===== src/rtl/mbx_pkg.sv =====
package mbx_pkg;
   localparam int TAG_W = 8;

   localparam logic [TAG_W-1:0] OUT_FREE  = 8'h00;
   localparam logic [TAG_W-1:0] OUT_START = 8'h01;
   localparam logic [TAG_W-1:0] OUT_ABORT = 8'h02;

   localparam logic [TAG_W-1:0] IN_FREE     = 8'h00;
   localparam logic [TAG_W-1:0] IN_SUCCESS  = 8'h01;
   localparam logic [TAG_W-1:0] IN_ABORTED  = 8'h02;
   localparam logic [TAG_W-1:0] IN_NOTFOUND = 8'h03;
   localparam logic [TAG_W-1:0] IN_ERROR    = 8'h04;

   localparam logic [7:0] HSTAT_GOOD    = 8'h00;
   localparam logic [7:0] HSTAT_BAD_CMD = 8'h15;

   typedef enum logic [2:0] {
      ST_IDLE,
      ST_SCAN_EV,
      ST_FWD,
      ST_POST_EV
   } eng_state_t;

   function automatic logic [TAG_W-1:0] hstat_to_status(input logic [7:0] hs);
      return (hs == HSTAT_GOOD) ? IN_SUCCESS : IN_ERROR;
   endfunction
endpackage


===== src/rtl/mbx_ring.sv =====
module mbx_ring #(
   parameter int N = 4,
   localparam int IW = (N > 1) ? $clog2(N) : 1
) (
   input  logic          clk,
   input  logic          rst_n,
   input  logic          adv,
   output logic [IW-1:0] idx
);
   logic [IW-1:0] nxt;

   generate
      if ((N & (N - 1)) == 0) begin : g_pow2
         assign nxt = idx + IW'(1);
      end else begin : g_mod
         assign nxt = (idx == IW'(N - 1)) ? '0 : idx + IW'(1);
      end
   endgenerate

   always_ff @(posedge clk) begin
      if (!rst_n)   idx <= '0;
      else if (adv) idx <= nxt;
   end
endmodule


===== src/rtl/mbx_active_table.sv =====
module mbx_active_table #(
   parameter int DEPTH = 4,
   parameter int PTR_W = 24
) (
   input  logic             clk,
   input  logic             rst_n,
   input  logic             ins_en,
   input  logic [PTR_W-1:0] ins_ptr,
   input  logic [PTR_W-1:0] lk_ptr,
   input  logic             del_en,
   output logic             hit,
   output logic             full
);
   logic [DEPTH-1:0] vld;
   logic [DEPTH-1:0] match;
   logic [DEPTH-1:0] free_oh;
   logic [PTR_W-1:0] ptrs [DEPTH];

   genvar g;
   generate
      for (g = 0; g < DEPTH; g++) begin : g_cmp
         assign match[g] = vld[g] && (ptrs[g] == lk_ptr);
      end
   endgenerate

   always_comb begin
      logic found;
      found   = 1'b0;
      free_oh = '0;
      for (int i = 0; i < DEPTH; i++) begin
         if (!vld[i] && !found) begin
            free_oh[i] = 1'b1;
            found      = 1'b1;
         end
      end
   end

   assign hit  = |match;
   assign full = &vld;

   always_ff @(posedge clk) begin
      if (!rst_n) begin
         vld <= '0;
      end else begin
         vld <= (vld & ~(del_en ? match : '0)) | (ins_en ? free_oh : '0);
      end
   end

   generate
      for (g = 0; g < DEPTH; g++) begin : g_store
         always_ff @(posedge clk) begin
            if (ins_en && free_oh[g]) ptrs[g] <= ins_ptr;
         end
      end
   endgenerate
endmodule


===== src/rtl/mbx_engine.sv =====
module mbx_engine
   import mbx_pkg::*;
#(
   parameter int NSLOT      = 4,
   parameter int PTR_W      = 24,
   parameter int ACT_DEPTH  = 4,
   parameter int ADDR_OUT_W = 32,
   localparam int WORD_W    = TAG_W + PTR_W,
   localparam int ADDR_W    = $clog2(2 * NSLOT)
) (
   input  logic                  clk,
   input  logic                  rst_n,
   output logic                  mem_req,
   output logic                  mem_we,
   output logic [ADDR_W-1:0]     mem_addr,
   output logic [WORD_W-1:0]     mem_wdata,
   input  logic [WORD_W-1:0]     mem_rdata,
   output logic                  start_valid,
   input  logic                  start_ready,
   output logic [ADDR_OUT_W-1:0] start_addr,
   input  logic                  done_valid,
   output logic                  done_ready,
   input  logic [ADDR_OUT_W-1:0] done_addr,
   input  logic [7:0]            done_code,
   input  logic                  irq_clr,
   output logic [7:0]            irq_flags
);
   localparam int IDX_W = (NSLOT > 1) ? $clog2(NSLOT) : 1;

   generate
      if (NSLOT < 2)             begin : g_bad_nslot $error("NSLOT must be at least 2"); end
      if (ACT_DEPTH < 1)         begin : g_bad_depth $error("ACT_DEPTH must be at least 1"); end
      if (ADDR_OUT_W < PTR_W)    begin : g_bad_aw    $error("ADDR_OUT_W below PTR_W"); end
      if (WORD_W != 32)          begin : g_bad_word  $error("mailbox word must be 32 bits"); end
   endgenerate

   eng_state_t state, nxt_state;

   logic [IDX_W-1:0] scan_idx, post_idx;
   logic             scan_adv, post_adv;
   logic             ins_en, del_en, tbl_hit, tbl_full;
   logic [PTR_W-1:0] lk_ptr;

   logic             pq_valid;
   logic [TAG_W-1:0] pq_status;
   logic [PTR_W-1:0] pq_ptr;
   logic             pq_load, pq_clear;
   logic [TAG_W-1:0] pq_nst;
   logic [PTR_W-1:0] pq_nptr;

   logic [PTR_W-1:0] fwd_ptr;
   logic             fwd_load;
   logic             mbo_set, mbi_set;
   logic             mbo_flag, mbi_flag;

   logic [TAG_W-1:0] rd_tag;
   logic [PTR_W-1:0] rd_ptr;
   assign rd_tag = mem_rdata[WORD_W-1 -: TAG_W];
   assign rd_ptr = mem_rdata[PTR_W-1:0];

   mbx_ring #(.N(NSLOT)) u_scan (
      .clk(clk), .rst_n(rst_n), .adv(scan_adv), .idx(scan_idx)
   );

   mbx_ring #(.N(NSLOT)) u_post (
      .clk(clk), .rst_n(rst_n), .adv(post_adv), .idx(post_idx)
   );

   mbx_active_table #(.DEPTH(ACT_DEPTH), .PTR_W(PTR_W)) u_tbl (
      .clk(clk), .rst_n(rst_n),
      .ins_en(ins_en), .ins_ptr(fwd_ptr),
      .lk_ptr(lk_ptr), .del_en(del_en),
      .hit(tbl_hit), .full(tbl_full)
   );

   assign done_ready = (state == ST_IDLE) && !pq_valid;

   always_comb begin
      nxt_state  = state;
      mem_req    = 1'b0;
      mem_we     = 1'b0;
      mem_addr   = '0;
      mem_wdata  = '0;
      scan_adv   = 1'b0;
      post_adv   = 1'b0;
      ins_en     = 1'b0;
      del_en     = 1'b0;
      lk_ptr     = done_addr[PTR_W-1:0];
      start_valid = 1'b0;
      mbo_set    = 1'b0;
      mbi_set    = 1'b0;
      pq_load    = 1'b0;
      pq_clear   = 1'b0;
      pq_nst     = IN_FREE;
      pq_nptr    = '0;
      fwd_load   = 1'b0;

      unique case (state)
         ST_IDLE: begin
            if (pq_valid) begin
               mem_req   = 1'b1;
               mem_addr  = ADDR_W'(NSLOT) + ADDR_W'(post_idx);
               nxt_state = ST_POST_EV;
            end else if (done_valid) begin
               del_en  = tbl_hit;
               pq_load = 1'b1;
               pq_nst  = hstat_to_status(done_code);
               pq_nptr = done_addr[PTR_W-1:0];
            end else begin
               mem_req   = 1'b1;
               mem_addr  = ADDR_W'(scan_idx);
               nxt_state = ST_SCAN_EV;
            end
         end

         ST_SCAN_EV: begin
            lk_ptr    = rd_ptr;
            nxt_state = ST_IDLE;
            scan_adv  = 1'b1;
            if (rd_tag == OUT_FREE) begin
               // nothing to take
            end else if (rd_tag == OUT_START) begin
               if (!tbl_full) begin
                  mem_req   = 1'b1;
                  mem_we    = 1'b1;
                  mem_addr  = ADDR_W'(scan_idx);
                  mbo_set   = 1'b1;
                  fwd_load  = 1'b1;
                  nxt_state = ST_FWD;
               end
            end else if (rd_tag == OUT_ABORT) begin
               mem_req  = 1'b1;
               mem_we   = 1'b1;
               mem_addr = ADDR_W'(scan_idx);
               mbo_set  = 1'b1;
               del_en   = tbl_hit;
               pq_load  = 1'b1;
               pq_nst   = tbl_hit ? IN_ABORTED : IN_NOTFOUND;
               pq_nptr  = rd_ptr;
            end else begin
               mem_req  = 1'b1;
               mem_we   = 1'b1;
               mem_addr = ADDR_W'(scan_idx);
               mbo_set  = 1'b1;
               pq_load  = 1'b1;
               pq_nst   = hstat_to_status(HSTAT_BAD_CMD);
               pq_nptr  = rd_ptr;
            end
         end

         ST_FWD: begin
            start_valid = 1'b1;
            if (start_ready) begin
               ins_en    = 1'b1;
               nxt_state = ST_IDLE;
            end
         end

         ST_POST_EV: begin
            nxt_state = ST_IDLE;
            if (rd_tag == IN_FREE) begin
               mem_req   = 1'b1;
               mem_we    = 1'b1;
               mem_addr  = ADDR_W'(NSLOT) + ADDR_W'(post_idx);
               mem_wdata = {pq_status, pq_ptr};
               mbi_set   = 1'b1;
               post_adv  = 1'b1;
               pq_clear  = 1'b1;
            end
         end

         default: nxt_state = ST_IDLE;
      endcase
   end

   always_ff @(posedge clk) begin
      if (!rst_n) begin
         state    <= ST_IDLE;
         pq_valid <= 1'b0;
         mbo_flag <= 1'b0;
         mbi_flag <= 1'b0;
      end else begin
         state <= nxt_state;
         if (pq_load)       pq_valid <= 1'b1;
         else if (pq_clear) pq_valid <= 1'b0;
         if (mbo_set)       mbo_flag <= 1'b1;
         else if (irq_clr)  mbo_flag <= 1'b0;
         if (mbi_set)       mbi_flag <= 1'b1;
         else if (irq_clr)  mbi_flag <= 1'b0;
      end
   end

   always_ff @(posedge clk) begin
      if (pq_load) begin
         pq_status <= pq_nst;
         pq_ptr    <= pq_nptr;
      end
      if (fwd_load) fwd_ptr <= rd_ptr;
   end

   assign start_addr = ADDR_OUT_W'(fwd_ptr);
   assign irq_flags  = {mbo_flag | mbi_flag, 5'b0, mbo_flag, mbi_flag};
endmodule


===== config.mk =====
export PLATFORM = sky130hd
export DESIGN_NAME = mbx_engine
export DESIGN_NICKNAME = d
export VERILOG_FILES = /design/src/rtl/mbx_pkg.sv /design/src/rtl/mbx_ring.sv /design/src/rtl/mbx_active_table.sv /design/src/rtl/mbx_engine.sv
export SDC_FILE = /design/constraint.sdc
export NUM_CORES = 1
export LEC_CHECK = 0
export ABC_AREA = 1
export BUFFER_PORTS_ARGS = -buffer_cell sky130_fd_sc_hd__clkbuf_2
export CAP_MARGIN = 20
export CORE_ASPECT_RATIO = 1.2
export CORE_MARGIN = 8
export CORE_UTILIZATION = 56
export CTS_CLUSTER_SIZE = 16
export DETAILED_ROUTE_END_ITERATION = 10
export GPL_ROUTABILITY_DRIVEN = 0
export PLACE_DENSITY = 0.8
export SYNTH_ARGS = -nofsm -noshare
export SYNTH_HDL_FRONTEND = slang
export SYNTH_HIERARCHICAL = 1
export SYNTH_SLANG_ARGS = --single-unit

===== constraint.sdc =====
create_clock -name clk -period 3.9 [get_ports clk]
set_input_delay 0.195 -clock clk [delete_from_list [all_inputs] [get_ports clk]]
set_output_delay 0.195 -clock clk [all_outputs]
set_load 0.03 [all_outputs]

==> results.rst <==
.. list-table::
   :header-rows: 1

   * - Metric
     - Value
   * - Outcome
     - completed
   * - WL final
     - 25700 µm
   * - Final HPWL DP
     - 18700 µm
   * - Initial core utilization
     - 57.3%
   * - Number of library cell types mapped by synthesis
     - 34
   * - Post-synth top area share
     - ~51%
   * - Clock Skews
     - 10.0 ps
   * - Largest family of logic cells by synthesized area
     - simple AND/OR/NAND/NOR gates
   * - Global-route wire length before repair
     - 39500 µm
   * - Post-synth top flop
     - sky130_fd_sc_hd__edfxtp_1
   * - Layout cells sized above 1
     - 16.8%
   * - Reg-to-reg slack, setup
     - 330 ps
   * - Kind of capture point of the worst setup path
     - flip-flop
   * - Most used standard cell by instance count after synthesis
     - sky130_fd_sc_hd__nand2_1
   * - Area growth from synthesis to layout
     - 19.1%
   * - Floorplan die width
     - 129 µm
   * - Final Max Tran Viols
     - 0
   * - Pin count of the biggest net entering global routing
     - 52
   * - Final Hold Violating Endpoints
     - 0
   * - Arrival time at the worst endpoint
     - about 3900 ps
   * - Pwr/cell area
     - 428 mW/mm²
   * - Antenna violation net count after detailed routing
     - 0
   * - Overall overflow remaining after global route
     - 0
   * - Highest clock frequency the design can meet
     - 280 MHz
   * - Sequential group share of total power
     - 45.2%
   * - CTS Root Cell
     - sky130_fd_sc_hd__clkbuf_16
   * - Num rows
     - between 40 and 50
   * - Netlist area before placement
     - 0.00861 mm²
   * - Top post-synthesis cells by count
     - sky130_fd_sc_hd__nand2_1 (365), sky130_fd_sc_hd__inv_1 (200), sky130_fd_sc_hd__edfxtp_1 (147), sky130_fd_sc_hd__nor2_1 (114), sky130_fd_sc_hd__nand3_1 (43)
   * - Vias in the first global route
     - 7599
   * - Cell depth of the worst min-delay path
     - 4
   * - CTS buffer count
     - 17
   * - Synth area leader
     - sky130_fd_sc_hd__edfxtp_1
   * - Cells on worst reg2reg path
     - 16
   * - H-tree depth
     - 4
   * - Average wire per cell in the routed design
     - between 15 and 20 µm
   * - Maximum fanout encountered on the critical timing path
     - 51
   * - Fin nets
     - 1300
   * - Share of the yosys chip area belonging to registers
     - about 54%
   * - Top Ports
     - 156
   * - Leakage power
     - 5.01 nW
   * - Setup total negative slack
     - 0 ps
   * - Mux share of post-synthesis cell area
     - 0%
   * - Worst r2r dst
     - u_tbl/vld[0]
   * - XOR/XNOR share of the synthesized area
     - 1.93%
   * - Skew-Pair Late Insertion Delay
     - 440 ps
   * - Number of setup buffers added after CTS
     - 0
   * - Worst path required time
     - ~4200 ps
   * - Final period utilization
     - slightly above 90%
   * - Setup repair after global routing missed its margin
     - no
   * - Number of max-cap violations
     - 0
   * - Clock share of power
     - 37.1%
   * - Int Power
     - 3.07 mW
   * - Number of antenna violations at the first check in global routing
     - 0
   * - Core Box Area
     - 0.0150 mm²
   * - Type of the worst min-delay path
     - in2reg
   * - Number of cells after detailed placement
     - 1384
   * - Startpoint of the lowest-slack register-to-register path
     - state[0]
   * - Synthesis Warnings
     - 6
   * - Global-route usage over all layers
     - 26.5%
   * - Average size of a mapped cell
     - 8.16 µm²
   * - Number of flops mapped to enable cells by yosys
     - 147
   * - Input/output buffers
     - 129
   * - Number of DRC markers in iteration 0
     - 712
   * - Via count
     - 7671
   * - Diodes inserted
     - 0
   * - CTS sink cnt
     - 160
   * - Launch instance of the worst min-delay path
     - irq_clr
   * - Post-cts sizing count
     - 0
   * - Worst rel slew slack
     - around a third
   * - Post-Syn Instances
     - 1055
   * - Largest vdd supply drop
     - about 0.40 mV
   * - Proportion of register bits with asynchronous set or reset after synthesis
     - 0%
   * - Transition time at the pin with the least slew margin
     - ~1000 ps
   * - Final Power
     - between 4 and 5 mW
   * - Min Clock Period, post-route
     - 3570 ps
   * - Post-route insts no fill
     - 1440
   * - Maximum root-to-sink buffer count
     - 2
   * - Net switching power
     - 1.31 mW
   * - Simple-Gate Fraction of Synth Area
     - about 27%
   * - Logic gate share of total power
     - between 15 and 20%
   * - Die outline area
     - 0.0196 mm²
   * - Critical setup path kind
     - reg2reg
   * - Residual DRC
     - 0
   * - Compound-gate portion of the synthesized area
     - 5.14%
   * - Vias per Instance
     - 5.33
   * - Synthesis-stage register bit count
     - 160
   * - CP startpoint kind
     - flip-flop
   * - DIE HEIGHT
     - 152 µm
   * - Worst-case hold path end point
     - mbi_flag
   * - Setup violators final
     - 0
   * - Pre-Repair DR Iteration Count
     - 6
   * - TritonCTS clock tree
     - done
   * - Top cells by area in the synthesized netlist
     - sky130_fd_sc_hd__edfxtp_1 (51%), sky130_fd_sc_hd__nand2_1 (16%), sky130_fd_sc_hd__inv_1 (8.7%), sky130_fd_sc_hd__nor2_1 (5.0%), sky130_fd_sc_hd__dfxtp_1 (3.0%)
   * - Net switching share of the total power
     - 29.9%
   * - Number of buffers inserted for hold repair after clock tree synthesis
     - 24
   * - Post-Synth Adder-Cell Area
     - 0%
   * - CTS clk-pin slew, worst paths
     - 70 ps
critical path, stage by stage (launching register included):
cell and delay, ps:
sky130_fd_sc_hd__dfxtp_1 510, sky130_fd_sc_hd__nand2_4 360, sky130_fd_sc_hd__o21ai_0 720, sky130_fd_sc_hd__inv_1 210
sky130_fd_sc_hd__nand2_1 130, sky130_fd_sc_hd__nand2_1 60, sky130_fd_sc_hd__inv_1 50, sky130_fd_sc_hd__nand3_1 50
sky130_fd_sc_hd__nor3_1 390, sky130_fd_sc_hd__nand3_1 130, sky130_fd_sc_hd__nor2_1 110, sky130_fd_sc_hd__nor2_1 50
sky130_fd_sc_hd__nand2_1 130, sky130_fd_sc_hd__o21a_1 280, sky130_fd_sc_hd__nand4_1 120, sky130_fd_sc_hd__nand2_1 70
sky130_fd_sc_hd__a21oi_1 60
worst max path at each step:
| stage | start | endpoint | cells past startpoint |
|---|---|---|---|
| global placement | state[0] | u_tbl/vld[0] | 14 |
| detailed placement | state[0] | u_tbl/vld[1] | 14 |
| finish | state[0] | u_tbl/vld[0] | 16 |
| global route | state[0] | u_tbl/vld[0] | 14 |
| CTS | state[0] | u_tbl/vld[1] | 14 |
| floorplan | state[1] | u_tbl/ptrs[3][0] | 4 |
metal layers:
metal  GRT usage, %  wire length (µm)  up-vias
li1               -                 -     3594
met1           30.3              9290     3433
met2           42.6             12100      514
met3           7.25              2680      130
met4           17.0              1580        0
met5              0                 0        -
placed cells by master (no fill, tap or decap), types with 4 or more instances in the layout:
master,instances
sky130_fd_sc_hd__inv_6,8
sky130_fd_sc_hd__clkbuf_2,129
sky130_fd_sc_hd__o21ai_0,38
sky130_fd_sc_hd__nor2_1,112
sky130_fd_sc_hd__xnor2_1,11
sky130_fd_sc_hd__nand4_1,14
sky130_fd_sc_hd__dlygate4sd3_1,24
sky130_fd_sc_hd__nand3_1,43
sky130_fd_sc_hd__nand2_1,365
sky130_fd_sc_hd__o21ai_2,19
sky130_fd_sc_hd__clkbuf_16,17
sky130_fd_sc_hd__xor2_1,8
sky130_fd_sc_hd__a21oi_1,11
sky130_fd_sc_hd__nor3_1,15
sky130_fd_sc_hd__inv_1,200
sky130_fd_sc_hd__edfxtp_1,147
sky130_fd_sc_hd__dfxtp_1,13
sky130_fd_sc_hd__buf_4,13
sky130_fd_sc_hd__nor3b_1,4
sky130_fd_sc_hd__conb_1,18
state kept, by name, indices dropped and copies added, names as in the netlist:
name        cells
mbi_flag        1
u_post/idx      2
pq_ptr         24
u_scan/idx      2
mbo_flag        1
u_tbl/vld       4
pq_valid        1
u_tbl/ptrs     96
fwd_ptr        24
pq_status       3
state           2
per-stage QoR:
| step | util, % | instance area [µm²] | setup WS (ps) | hold slack [ps] |
|---|---|---|---|---|
| 2_1_floorplan | - | 8670 | 905 | 293 |
| 3_3_place_gp | 62.9 | 9440 | 718 | 390 |
| 3_5_place_dp | 62.9 | 9440 | 621 | 391 |
| 4_1_cts | 68.3 | 10300 | 524 | 25.2 |
| 5_1_grt | 68.3 | 10300 | 46.2 | 62.8 |
| 6_report | 68.3 | 10300 | 333 | 41.4 |
cell families after synthesis:
| logic type | after synthesis |
|---|---|
| compound gates | 72 |
| xor+xnor | 19 |
| buf+inv | 237 |
| flops | 160 |
| other cells | 1 |
| simple gates | 566 |
final cells by class:
class                           instances  area [µm²]
Multi-Input combinational cell        675        3000
Sequential cell                       160        4670
Clock buffer                           17         425
Fill cell                            1134        4760
Inverter                              203         764
Tap cell                              204         255
Timing Repair Buffer                  166         983
Clock inverter                         15         150
power by group through the flow:
stage               Combinational [mW]  Sequential, mW  Clock [mW]
CTS                              0.752            1.98        1.64
global route                     0.850            1.99        1.69
finish                           0.775            1.98        1.63
detailed placement               0.723            2.02           0
floorplan                        0.522            2.01           0
global placement                 0.709            2.01           0
Power figures use the tool's default switching activity.
